==> config.mk <==
export PLATFORM = sky130hd
export DESIGN_NAME = nvsram_ctrl
export DESIGN_NICKNAME = d
export VERILOG_FILES = /design/src/rtl/nvs_pkg.sv /design/src/rtl/nvs_timer.sv /design/src/rtl/nvs_dpath.sv /design/src/rtl/nvs_seq.sv /design/src/rtl/nvsram_ctrl.sv
export SDC_FILE = /design/constraint.sdc
export NUM_CORES = 1
export LEC_CHECK = 0
export ABC_AREA = 1
export BUFFER_PORTS_ARGS = -buffer_cell sky130_fd_sc_hd__buf_2
export CAP_MARGIN = 30
export CORE_UTILIZATION = 53
export CTS_CLUSTER_DIAMETER = 30
export DETAILED_ROUTE_END_ITERATION = 7
export MAX_ROUTING_LAYER = met4
export PLACE_DENSITY = 0.83
export SETUP_SLACK_MARGIN = 0.4
export SYNTH_ARGS = -nofsm -noshare
export SYNTH_HDL_FRONTEND = slang
export SYNTH_HIERARCHICAL = 1
export SYNTH_SLANG_ARGS = --single-unit
export TNS_END_PERCENT = 100
==> constraint.sdc <==
create_clock -name clk_i -period 3.5 [get_ports clk_i]
set_input_delay 0.35 -clock clk_i [delete_from_list [all_inputs] [get_ports clk_i]]
set_output_delay 0.35 -clock clk_i [all_outputs]
set_load 0.005 [all_outputs]
==> src/rtl/nvs_pkg.sv <==
package nvs_pkg;

  typedef enum logic [2:0] {
    ST_IDLE,
    ST_RD_ACT,
    ST_RD_REC,
    ST_WR_PULSE,
    ST_WR_TAIL,
    ST_WR_REC
  } nvs_state_e;

  // ceiling division, at least one cycle
  function automatic int unsigned ns2cyc(input int unsigned ns, input int unsigned clk_ns);
    int unsigned c;
    c = (ns + clk_ns - 1) / clk_ns;
    return (c == 0) ? 1 : c;
  endfunction

  function automatic int unsigned umax(input int unsigned a, input int unsigned b);
    return (a > b) ? a : b;
  endfunction

endpackage

==> src/rtl/nvs_timer.sv <==
module nvs_timer #(
  parameter int unsigned TW = 8
) (
  input  logic          clk_i,
  input  logic          rst_ni,
  input  logic          load_i,
  input  logic [TW-1:0] load_val_i,
  output logic          zero_o
);

  logic [TW-1:0] cnt_q;

  always_ff @(posedge clk_i or negedge rst_ni) begin
    if (!rst_ni) begin
      cnt_q <= '0;
    end else if (load_i) begin
      cnt_q <= load_val_i;
    end else if (cnt_q != '0) begin
      cnt_q <= cnt_q - 1'b1;
    end
  end

  assign zero_o = (cnt_q == '0);

endmodule

==> src/rtl/nvs_dpath.sv <==
module nvs_dpath #(
  parameter int unsigned AW = 19,
  parameter int unsigned DW = 8
) (
  input  logic          clk_i,
  input  logic          rst_ni,
  input  logic          accept_i,
  input  logic [AW-1:0] addr_i,
  input  logic [DW-1:0] wdata_i,
  input  logic          cap_i,
  input  logic [DW-1:0] mem_dq_i,
  output logic [AW-1:0] mem_addr_o,
  output logic [DW-1:0] mem_dq_o,
  output logic [DW-1:0] rdata_o
);

  always_ff @(posedge clk_i or negedge rst_ni) begin
    if (!rst_ni) begin
      mem_addr_o <= '0;
      mem_dq_o   <= '0;
    end else if (accept_i) begin
      mem_addr_o <= addr_i;
      mem_dq_o   <= wdata_i;
    end
  end

  always_ff @(posedge clk_i or negedge rst_ni) begin
    if (!rst_ni) begin
      rdata_o <= '0;
    end else if (cap_i) begin
      rdata_o <= mem_dq_i;
    end
  end

endmodule

==> src/rtl/nvs_seq.sv <==
module nvs_seq
  import nvs_pkg::*;
#(
  parameter int unsigned N_RD        = 5,
  parameter int unsigned N_HZ        = 2,
  parameter int unsigned N_WP        = 4,
  parameter int unsigned N_REC       = 1,
  parameter int unsigned TW          = 8,
  parameter bit          TERM_CE     = 1'b0,
  parameter bit          ABORT_ON_WP = 1'b1
) (
  input  logic          clk_i,
  input  logic          rst_ni,
  input  logic          req_valid_i,
  input  logic          req_write_i,
  input  logic          wp_i,
  input  logic          tmr_zero_i,
  output logic          tmr_load_o,
  output logic [TW-1:0] tmr_val_o,
  output logic          accept_o,
  output logic          cap_o,
  output logic          done_o,
  output logic          ready_o,
  output logic          ce_n_o,
  output logic          we_n_o,
  output logic          oe_n_o,
  output logic          dq_oe_o
);

  nvs_state_e state_q, state_d;
  logic active, abort, gate, done_set;
  logic ce_n, we_n, oe_n, dq_oe;
  logic tail_ce_n, tail_we_n;

  assign active   = (state_q == ST_RD_ACT) || (state_q == ST_WR_PULSE) || (state_q == ST_WR_TAIL);
  assign gate     = ABORT_ON_WP && wp_i;
  assign abort    = gate && active;
  assign ready_o  = (state_q == ST_IDLE) && !wp_i;
  assign accept_o = req_valid_i && ready_o;

  always_comb begin
    state_d    = state_q;
    tmr_load_o = 1'b0;
    tmr_val_o  = '0;
    cap_o      = 1'b0;
    done_set   = 1'b0;
    if (abort) begin
      tmr_load_o = 1'b1;
      if (state_q == ST_RD_ACT) begin
        state_d   = ST_RD_REC;
        tmr_val_o = TW'(N_HZ - 1);
      end else begin
        state_d   = ST_WR_REC;
        tmr_val_o = TW'(N_REC - 1);
      end
    end else begin
      case (state_q)
        ST_IDLE: if (accept_o) begin
          tmr_load_o = 1'b1;
          if (req_write_i) begin
            state_d   = ST_WR_PULSE;
            tmr_val_o = TW'(N_WP - 1);
          end else begin
            state_d   = ST_RD_ACT;
            tmr_val_o = TW'(N_RD - 1);
          end
        end
        ST_RD_ACT: if (tmr_zero_i) begin
          state_d    = ST_RD_REC;
          tmr_load_o = 1'b1;
          tmr_val_o  = TW'(N_HZ - 1);
          cap_o      = 1'b1;
          done_set   = 1'b1;
        end
        ST_RD_REC: if (tmr_zero_i) state_d = ST_IDLE;
        ST_WR_PULSE: if (tmr_zero_i) begin
          state_d    = ST_WR_TAIL;
          tmr_load_o = 1'b1;
          tmr_val_o  = '0;
        end
        ST_WR_TAIL: if (tmr_zero_i) begin
          state_d    = ST_WR_REC;
          tmr_load_o = 1'b1;
          tmr_val_o  = TW'(N_REC - 1);
          done_set   = 1'b1;
        end
        ST_WR_REC: if (tmr_zero_i) state_d = ST_IDLE;
        default: state_d = ST_IDLE;
      endcase
    end
  end

  always_ff @(posedge clk_i or negedge rst_ni) begin
    if (!rst_ni) begin
      state_q <= ST_IDLE;
      done_o  <= 1'b0;
    end else begin
      state_q <= state_d;
      done_o  <= done_set;
    end
  end

  // closing strobe rises first, the other one follows a cycle later
  if (TERM_CE) begin : g_term_ce
    assign tail_ce_n = 1'b1;
    assign tail_we_n = 1'b0;
  end else begin : g_term_we
    assign tail_ce_n = 1'b0;
    assign tail_we_n = 1'b1;
  end

  always_comb begin
    ce_n  = 1'b1;
    we_n  = 1'b1;
    oe_n  = 1'b1;
    dq_oe = 1'b0;
    case (state_q)
      ST_RD_ACT: begin
        ce_n = 1'b0;
        oe_n = 1'b0;
      end
      ST_WR_PULSE: begin
        ce_n  = 1'b0;
        we_n  = 1'b0;
        dq_oe = 1'b1;
      end
      ST_WR_TAIL: begin
        ce_n  = tail_ce_n;
        we_n  = tail_we_n;
        dq_oe = 1'b1;
      end
      default: ;
    endcase
  end

  assign ce_n_o  = ce_n | gate;
  assign we_n_o  = we_n | gate;
  assign oe_n_o  = oe_n | gate;
  assign dq_oe_o = dq_oe & ~gate;

  AST_DONE_ONE_CYCLE: assert property (@(posedge clk_i) disable iff (!rst_ni)
    done_o |=> !done_o);
  AST_ABORT_NO_DONE: assert property (@(posedge clk_i) disable iff (!rst_ni)
    (ABORT_ON_WP && wp_i && active) |=> !done_o);

endmodule

==> src/rtl/nvsram_ctrl.sv <==
module nvsram_ctrl
  import nvs_pkg::*;
#(
  parameter int unsigned AW          = 19,
  parameter int unsigned DW          = 8,
  parameter int unsigned CLK_NS      = 20,
  parameter int unsigned T_RC        = 100,
  parameter int unsigned T_WC        = 100,
  parameter int unsigned T_WP        = 75,
  parameter int unsigned T_DS        = 40,
  parameter int unsigned T_ACC       = 100,
  parameter int unsigned T_OEA       = 50,
  parameter int unsigned T_OHZ       = 35,
  parameter int unsigned T_WR_WE     = 5,
  parameter int unsigned T_WR_CE     = 20,
  parameter int unsigned TW          = 8,
  parameter bit          TERM_CE     = 1'b0,
  parameter bit          ABORT_ON_WP = 1'b1
) (
  input  logic          clk_i,
  input  logic          rst_ni,
  input  logic          req_valid_i,
  output logic          req_ready_o,
  input  logic          req_write_i,
  input  logic [AW-1:0] req_addr_i,
  input  logic [DW-1:0] req_wdata_i,
  output logic          rsp_done_o,
  output logic [DW-1:0] rsp_rdata_o,
  input  logic          wp_i,
  output logic [AW-1:0] mem_addr_o,
  output logic [DW-1:0] mem_dq_o,
  output logic          mem_dq_oe_o,
  input  logic [DW-1:0] mem_dq_i,
  output logic          mem_ce_no,
  output logic          mem_we_no,
  output logic          mem_oe_no
);

  localparam int unsigned N_RD   = umax(umax(ns2cyc(T_ACC, CLK_NS), ns2cyc(T_OEA, CLK_NS)),
                                        ns2cyc(T_RC, CLK_NS));
  localparam int unsigned N_HZ   = ns2cyc(T_OHZ, CLK_NS);
  localparam int unsigned N_WP   = umax(ns2cyc(T_WP, CLK_NS), ns2cyc(T_DS, CLK_NS));
  localparam int unsigned N_WCYC = ns2cyc(T_WC, CLK_NS);
  localparam int unsigned N_WRR  = TERM_CE ? ns2cyc(T_WR_CE, CLK_NS) : ns2cyc(T_WR_WE, CLK_NS);
  // pad recovery so pulse + tail + recovery covers the write cycle time
  localparam int unsigned N_WCL  = (N_WCYC > N_WP + 1) ? (N_WCYC - N_WP - 1) : 1;
  localparam int unsigned N_REC  = umax(N_WRR, N_WCL);

  logic          tmr_load, tmr_zero, accept, cap;
  logic [TW-1:0] tmr_val;

  nvs_timer #(.TW(TW)) u_timer (
    .clk_i      (clk_i),
    .rst_ni     (rst_ni),
    .load_i     (tmr_load),
    .load_val_i (tmr_val),
    .zero_o     (tmr_zero)
  );

  nvs_seq #(
    .N_RD(N_RD), .N_HZ(N_HZ), .N_WP(N_WP), .N_REC(N_REC), .TW(TW),
    .TERM_CE(TERM_CE), .ABORT_ON_WP(ABORT_ON_WP)
  ) u_seq (
    .clk_i       (clk_i),
    .rst_ni      (rst_ni),
    .req_valid_i (req_valid_i),
    .req_write_i (req_write_i),
    .wp_i        (wp_i),
    .tmr_zero_i  (tmr_zero),
    .tmr_load_o  (tmr_load),
    .tmr_val_o   (tmr_val),
    .accept_o    (accept),
    .cap_o       (cap),
    .done_o      (rsp_done_o),
    .ready_o     (req_ready_o),
    .ce_n_o      (mem_ce_no),
    .we_n_o      (mem_we_no),
    .oe_n_o      (mem_oe_no),
    .dq_oe_o     (mem_dq_oe_o)
  );

  nvs_dpath #(.AW(AW), .DW(DW)) u_dpath (
    .clk_i      (clk_i),
    .rst_ni     (rst_ni),
    .accept_i   (accept),
    .addr_i     (req_addr_i),
    .wdata_i    (req_wdata_i),
    .cap_i      (cap),
    .mem_dq_i   (mem_dq_i),
    .mem_addr_o (mem_addr_o),
    .mem_dq_o   (mem_dq_o),
    .rdata_o    (rsp_rdata_o)
  );

  AST_OE_HIGH_IN_WRITE: assert property (@(posedge clk_i) disable iff (!rst_ni)
    !mem_we_no |-> mem_oe_no);
  AST_DRIVE_IN_WINDOW: assert property (@(posedge clk_i) disable iff (!rst_ni)
    (!mem_ce_no && !mem_we_no) |-> mem_dq_oe_o);
  AST_ADDR_STABLE: assert property (@(posedge clk_i) disable iff (!rst_ni)
    (!mem_ce_no && !mem_we_no) |=> (mem_ce_no || mem_we_no || $stable(mem_addr_o)));
  AST_NO_CONTENTION: assert property (@(posedge clk_i) disable iff (!rst_ni)
    mem_dq_oe_o |-> mem_oe_no);

endmodule

==> results of run 1 <==
-- kinds of logic (layout without fill, tap and decap cells) --
group                      after synthesis  in the layout  share of synthesized area (%)
other                                    1              5                         0.1641
xor gates and xnor gates                 2              2                         0.7668
DFF                                     47             47                          51.48
adders and majority gates                1              1                         0.5476
AOI/OAI and AO/OA                       11             11                          3.232
and+or+nand+nor                        184            184                          35.65
buffers and inverters                   32            109                          8.160
-- worst min path at each step --
| stage | from | to | slack (ns) |
|---|---|---|---|
| 2_1_floorplan | rst_ni | u_dpath/mem_addr_o[0]$_DFFE_PN0P_ | 0.05 |
| 3_3_place_gp | u_dpath/mem_addr_o[13]$_DFFE_PN0P_ | u_dpath/mem_addr_o[13]$_DFFE_PN0P_ | 0.45 |
| 3_5_place_dp | rst_ni | u_dpath/mem_addr_o[12]$_DFFE_PN0P_ | 0.32 |
| 4_1_cts | rst_ni | u_dpath/mem_addr_o[12]$_DFFE_PN0P_ | 0.006 |
| 5_1_grt | rst_ni | u_dpath/mem_dq_o[1]$_DFFE_PN0P_ | 0.02 |
| 6_report | rst_ni | u_dpath/mem_addr_o[12]$_DFFE_PN0P_ | -0.003 |
-- synth_stat cells --
library cell and instances:
a21oi_1 2, nor2_1 9, a211oi_1 1, conb_1 1
nand2_4 4, nor2_2 4, ha_1 1, nand3_2 1
o211ai_1 1, xor2_1 1, inv_1 16, o21ai_0 2
inv_2 3, nor2_4 3, dfrtp_1 47, buf_6 3
inv_8 1, o21ai_2 3, xnor2_1 1, nand4_1 4
buf_8 1, nand2_2 6, nand4_4 1, buf_2 2
buf_4 6, nand3_1 10, o21ai_1 1, a21boi_1 1
nand2_1 142
-- cells in the final DEF, fill, tap and decap left out, types with 2 or more instances in the layout --
master	Yosys	layout
a21oi_1	2	2
buf_2	2	80
clkbuf_8	0	5
conb_1	1	5
dfrtp_1	47	47
inv_1	16	16
inv_2	3	3
nand2_1	142	142
nand2_2	6	6
nand2_4	4	4
nand3_1	10	10
nand4_1	4	4
nor2_1	9	9
nor2_2	4	4
nor2_4	3	3
o21ai_0	2	2
o21ai_2	3	3
-- where the power goes --
part	internal, mW	switching, mW	leakage [nW]
clock network	0.140	0.172	0.0412
logic	0.383	0.556	1.01
registers	0.770	0.153	0.597
-- metal layers --
metal  track usage [%]  up-vias
met1             27.49      908
met5                 -        -
met3             5.743        4
met2             36.51       59
li1                  -     1005
met4             7.181        0
-- area by class of cell --
cell class	count	share of cell area, %
Clock buffer	6	2.626
Clock inverter	2	0.4527
Inverter	20	2.988
Multi-Input combinational cell	203	33.91
Sequential cell	47	42.55
Tap cell	50	2.263
Timing Repair Buffer	81	15.21
-- stage by stage --
step | std cells | hold slack [ns] | worst slack [ns] | utilization, %
after floorplan | 282 | 0.05441 | 1.856 | -
after global placement | 400 | 0.4479 | 1.443 | 65.53
after detailed placement | 401 | 0.3233 | 1.407 | 66.02
after CTS | 409 | 0.006448 | 1.386 | 68.12
after global routing | 409 | 0.01794 | 1.175 | 68.12
final | 409 | -0.003232 | 1.376 | 68.12
-- sequential cells by signal, summed over array words and instances, names as in the netlist --
signal	count
u_dpath/mem_dq_o	8
u_seq/done_o	1
u_seq/state_q	3
u_dpath/mem_addr_o	19
u_dpath/rdata_o	8
u_timer/cnt_q	8
-- worst reg2reg max path: cells and delay by family (launching register included) --
kind | cells | cell delay [ns]
compound gates | 1 | 0.16
fa+ha+maj | 1 | 0.29
buf+inv | 2 | 0.30
flops | 1 | 0.39
simple gates | 5 | 0.92
==> flow_metrics.py, run 1 <==
metrics = {
    "run_status": {
        "status": "finished, violations left",
        "violations": "hold timing",
    },
    "floorplan": {
        "die_area_sq_um": 4577,
        "num_rows": 23,
        "initial_core_util_pct": 56.31,
        "dieHeight_um": 67.66,
        "num_io_pins": 81,
        "core_area_sq_um": 4058,
        "die_w_um": 67.66,
    },
    "sta": {
        "slew_viol_final": 0,
        "hold_ws_ns": -0.003232,
        "hold_viol": 5,
        "worstMarginPinSlew_ns": 0.9176,
        "period_share_pct": 60.70,
        "clock.fmax_mhz": 470.7,
        "setup_viol": 0,
        "relSlewSlack_pct": 38.76,
        "tns_ns": 0,
        "rsz0062_at_grt": "false",
        "final.min_clock_period_ns": 2.124,
        "fin_skew_ns": 0.002822,
    },
    "critical_path": {
        "r2r_end": "u_timer/cnt_q[4]$_DFFE_PN0P_",
        "crit_type": "flop to flop",
        "crit_buf_inv": 2,
        "cp_num_cells": 9,
        "reg2reg_depth": 9,
        "critPathMaxStageDelay_ns": 0.39,
        "r2r_start": "u_timer/cnt_q[0]$_DFFE_PN0P_",
        "cp.required_ns": 3.72,
        "r2r_setup_slack_ns": 1.38,
        "cp_slowest_cell": "dfrtp_1",
        "crit_top_cell": "inv_1",
        "path_max_fanout": 12,
        "cp.arrival_ns": 2.35,
        "cp-start-kind": "flop",
        "crit_chain": "inv_1, ha_1, nand2_2, nor2_4, nand2_1, nand3_1, inv_1, nand2_4, a21boi_1",
        "worst_setup_path_end_kind": "flop",
        "crit_end": "u_timer/cnt_q[4]$_DFFE_PN0P_",
        "worst_path_dominant_cell_family": "simple AND/OR/NAND/NOR gates",
        "startpoint": "u_timer/cnt_q[0]$_DFFE_PN0P_",
    },
    "clock_network": {
        "clkSinkCount": 47,
        "hold_buffers": 0,
        "htree_num_levels": 2,
        "clk_latency_ns": 0.29,
        "clk_pin_slew_ns": 0.08,
        "clock-root-buffer": "clkbuf_8",
        "cts_tree": "yes",
        "cts_setup_buffers": 0,
        "post_cts_resized": 0,
        "cts-buffers-inserted": 5,
        "clk_path_buf_depth": 2,
    },
    "placed_design": {
        "gp_congestion": 0.8631,
        "portBuffers": 80,
        "place_area_sq_um": 2679,
        "dpl.hpwl_um": 3637,
    },
    "power": {
        "power-per-cell-area_nw_per_um2": 786.9,
        "vdd_ir_drop_max_mv": 0.3741,
        "leakage_nw": 1.647,
        "total_power_mw": 2.175,
    },
    "logic_synthesis": {
        "synth.distinct_cells": 29,
        "synth_cells": 278,
        "yosysTopAreaCellShare_pct": 51.48,
        "syn_area_sq_um": 2285,
        "synth_area_leaders": "dfrtp_1 (51%), nand2_1 (23%), inv_1 (2.6%)",
        "synth_warnings": 6,
        "syn_area_per_cell_sq_um": 8.218,
        "yosysTopAreaCell": "dfrtp_1",
        "ys_seq_area_share_pct": 51.48,
        "yosys_register_bits": 47,
    },
    "detailed_routing": {
        "dr.max_layer_used": "met4",
        "drt-met1-wl_um": 2135,
        "wl_met2_um": 2230,
        "routed_wire_length_per_instance_um": 11.67,
        "drtIter0Drc": 162,
        "vias_per_cell": 4.831,
        "drc": 0,
        "wl_um": 4775,
        "dr.pass1.iters": 4,
        "met3WireLength_um": 353,
        "postRouteAntennaNets": 0,
        "vias": 1976,
    },
    "cells_and_area": {
        "synthToLayoutAreaGrowth_pct": 20.97,
        "finalNetCount": 399,
        "seq_area_sq_um": 1176,
        "fill_cells": 336,
        "multi_input_area_sq_um": 937.1,
        "stdcell_area_sq_um": 2764,
        "antenna_cells": 0,
        "drive_above_1_share_pct": 31.75,
    },
    "global_routing": {
        "antenna_found_initial": 0,
        "grt_pass1_wl_um": 7465,
        "overflow": 0,
        "first_global_vias": 1727,
        "grt_max_degree": 30,
        "globalRouteTotalUtil_pct": 22.61,
    },
    "worst_hold_path": {
        "min_path_type": "input pin to asynchronous set/reset pin",
    },
    "run": {
        "drv_cap": 0,
    },
}
(Power assumes the default switching activity.)
==> run 2, diff against run 1 <==
Settings changed: ABC_AREA 1 to 0, CORE_UTILIZATION 53 to 49, PLACE_DENSITY 0.83 to 0.78.
Clock period 3.5 ns to 2 ns, I/O delays scaled along.
==> flow_metrics.py, run 2 <==
metrics = {
    "worst_hold_path": {
        "holdPathStages": 2,
        "min_path_type": "input pin to flop",
    },
    "detailed_routing": {
        "wl_um": 5848,
        "dr.pass1.iters": 4,
        "routed_wire_length_per_instance_um": 17.20,
        "vias_per_cell": 5.397,
        "vias": 1835,
        "postRouteAntennaNets": 0,
        "drc": 0,
        "drtIter0Drc": 55,
    },
    "power": {
        "power_switching_share_pct": 33.91,
        "power_frac_comb_pct": 51.0,
        "p_int_mw": 3.147,
        "power-per-cell-area_nw_per_um2": 1464,
        "vdd_ir_drop_max_mv": 0.7144,
        "leakage_nw": 1.605,
        "p_seq_share_pct": 34.7,
        "pwr-share-clk_pct": 14.3,
        "switchingPower_mw": 1.615,
    },
    "cells_and_area": {
        "fill_cells": 294,
        "seq_area_sq_um": 1179,
        "final_common_cell": "buf_2",
        "largest_reg_flops": 19,
        "fin_util_pct": 74.20,
        "multi_input_area_sq_um": 1124,
        "finalNetCount": 328,
        "drive_above_1_share_pct": 65.28,
        "stdcell_area_sq_um": 3253,
        "fin_cells": 340,
        "antenna_cells": 0,
        "synthToLayoutAreaGrowth_pct": 44.12,
        "final_cell_mix": "buf_2 (80), dfrtp_1 (45), mux2_4 (35), buf_4 (23), nor2_1 (6)",
        "largest-register": "u_dpath/mem_addr_o",
    },
    "clock_network": {
        "clk_path_buf_depth": 2,
        "cts-buffers-inserted": 5,
        "cts_tree": "yes",
        "htree_num_levels": 2,
        "clk_latency_ns": 0.30,
        "clock-root-buffer": "clkbuf_8",
        "clk_pin_slew_ns": 0.09,
        "clkSinkCount": 47,
    },
    "logic_synthesis": {
        "syn_area_per_cell_sq_um": 12.90,
        "synth.distinct_cells": 46,
        "synth_area_leaders": "dfrtp_1 (52%), mux2_4 (13%), mux2_2 (7.5%)",
        "yosysTopAreaCell": "dfrtp_1",
        "synth_cells": 175,
        "synth.most_common_cell": "dfrtp_1",
        "yosys_register_bits": 47,
        "yosysTopAreaCellShare_pct": 52.11,
        "synth-edff-count": 0,
        "synth_commonest_cells": "dfrtp_1 (47), mux2_4 (20), mux2_2 (15), nor2_1 (11), nand2_1 (8)",
        "syn_area_sq_um": 2257,
        "synth_warnings": 6,
        "synthArstFlopShare_pct": 100.0,
        "ys_seq_area_share_pct": 52.11,
        "ys.flop_type": "dfrtp_1",
    },
    "placed_design": {
        "pre_cts_ws_ns": 0.01029,
        "dpl.hpwl_um": 3444,
        "place_area_sq_um": 2814,
        "dp_cells": 317,
        "portBuffers": 80,
        "gp_congestion": 0.8258,
    },
    "floorplan": {
        "num_io_pins": 81,
        "num_rows": 24,
        "die_w_um": 69.87,
        "die_area_sq_um": 4882,
        "dieHeight_um": 69.87,
        "core_area_sq_um": 4384,
        "initial_core_util_pct": 51.48,
    },
    "sta": {
        "slew_viol_final": 0,
        "setup_viol": 0,
        "hold_viol": 0,
        "clock.fmax_mhz": 502.9,
        "setup_slack_ns": 0.01135,
        "period_share_pct": 99.43,
        "final.min_clock_period_ns": 1.989,
        "fin_skew_ns": 0.01049,
        "rsz0062_at_grt": "true",
        "relSlewSlack_pct": 51.59,
        "worstMarginPinSlew_ns": 0.7262,
    },
    "run": {
        "drv_cap": 0,
    },
    "critical_path": {
        "worst_setup_path_end_kind": "flop",
        "crit_buf_inv": 3,
        "reg2reg_depth": 10,
        "worst_path_dominant_cell_family": "simple AND/OR/NAND/NOR gates",
        "cp_slowest_cell": "dfrtp_1",
        "crit_chain": "inv_2, ha_4, or3b_4, nor2_4, nor2_4, o21ai_4, inv_2, buf_4, nor2_2, a221oi_2",
        "cp_num_cells": 10,
        "crit_type": "flop to flop",
        "path_max_fanout": 5,
        "critPathMaxStageDelay_ns": 0.40,
        "cp.required_ns": 2.18,
        "cp.arrival_ns": 2.17,
        "cp-start-kind": "flop",
    },
    "global_routing": {
        "globalRouteTotalUtil_pct": 23.41,
        "first_global_vias": 1819,
        "antenna_found_initial": 0,
        "grt_pass1_wl_um": 8583,
        "overflow": 0,
        "grt_max_degree": 34,
    },
    "run_status": {
        "status": "finished, final reports clean",
    },
}
-- run 2: cell type report --
class / instances / area share (%)
inverter: 6 / 0.8462
clock buffer: 7 / 2.346
timing repair buffer: 114 / 23.12
tap: 52 / 2.000
clock inverter: 1 / 0.9231
multi-input combinational: 113 / 34.54
sequential: 47 / 36.23
-- run 2: path summary, 6_finish.rpt --
path / startpoint / to / slack [ns]
worst max-delay path: u_timer/cnt_q[0]$_DFFE_PN0P_ / u_timer/cnt_q[5]$_DFFE_PN0P_ / 0.01
worst min-delay path: req_addr_i[5] / u_dpath/mem_addr_o[5]$_DFFE_PN0P_ / 0.12
worst max register to register: u_timer/cnt_q[0]$_DFFE_PN0P_ / u_timer/cnt_q[5]$_DFFE_PN0P_ / 0.01
worst min register to register: u_dpath/mem_addr_o[8]$_DFFE_PN0P_ / u_dpath/mem_addr_o[8]$_DFFE_PN0P_ / 0.51
max in group asynchronous: rst_ni / u_dpath/mem_addr_o[0]$_DFFE_PN0P_ / 0.85
min in group asynchronous: rst_ni / u_timer/cnt_q[5]$_DFFE_PN0P_ / 0.49
-- run 2: layer usage --
metal  vias up  GRT usage [%]  share of wire (%)
met4         0          8.889                2.3
met3        15          5.483                5.2
met2        71          37.82                 53
li1        840              -                  -
met5         -              -                  0
met1       909          28.70                 40
-- run 2: through the flow --
step	setup TNS (ns)	hold slack (ns)	power, mW
floorplan	-0.4428	-0.09559	2.877
global placement	0	0.2897	3.467
detailed placement	0	0.2964	3.557
CTS	0	0.1237	4.510
global route	-0.3588	0.1172	5.009
finish	0	0.1237	4.762
-- run 2: power by group through the flow --
stage               clock network (mW)  registers, mW  logic (mW)
CTS                              0.678           1.64        2.19
finish                           0.680           1.65        2.43
global route                     0.726           1.69        2.59
floorplan                            0           1.66        1.21
global placement                     0           1.61        1.86
detailed placement                   0           1.65        1.91
-- run 2: logic make-up after synthesis --
family	count (synthesis)	share of synthesized area (%)
adders and majority gates	1	0.5542
AOI/OAI and AO/OA	27	8.260
buffers and inverters	19	6.319
muxes	35	20.79
xor gates and xnor gates	2	0.7762
DFF	47	52.11
and+or+nand+nor	43	11.03
other	1	0.1661
-- run 2: repair_timing --
| action | in CTS | in global routing |
|---|---|---|
| pin swaps | 11 | 8 |
| hold buffers | 1 | 0 |
| cloned | 1 | 2 |
| endpoints found under the setup margin | 48 | 50 |
| endpoints found under the hold margin | 31 | 0 |
| setup buffers | 8 | 3 |
| resized for setup | 32 | 14 |
-- run 2: worst register-to-register path, stage by stage (launching register included) --
cell and delay, ns:
dfrtp_1 0.40, inv_2 0.09, ha_4 0.14, or3b_4 0.39, nor2_4 0.18, nor2_4 0.06, o21ai_4 0.19, inv_2 0.11
buf_4 0.16, nor2_2 0.12, a221oi_2 0.04
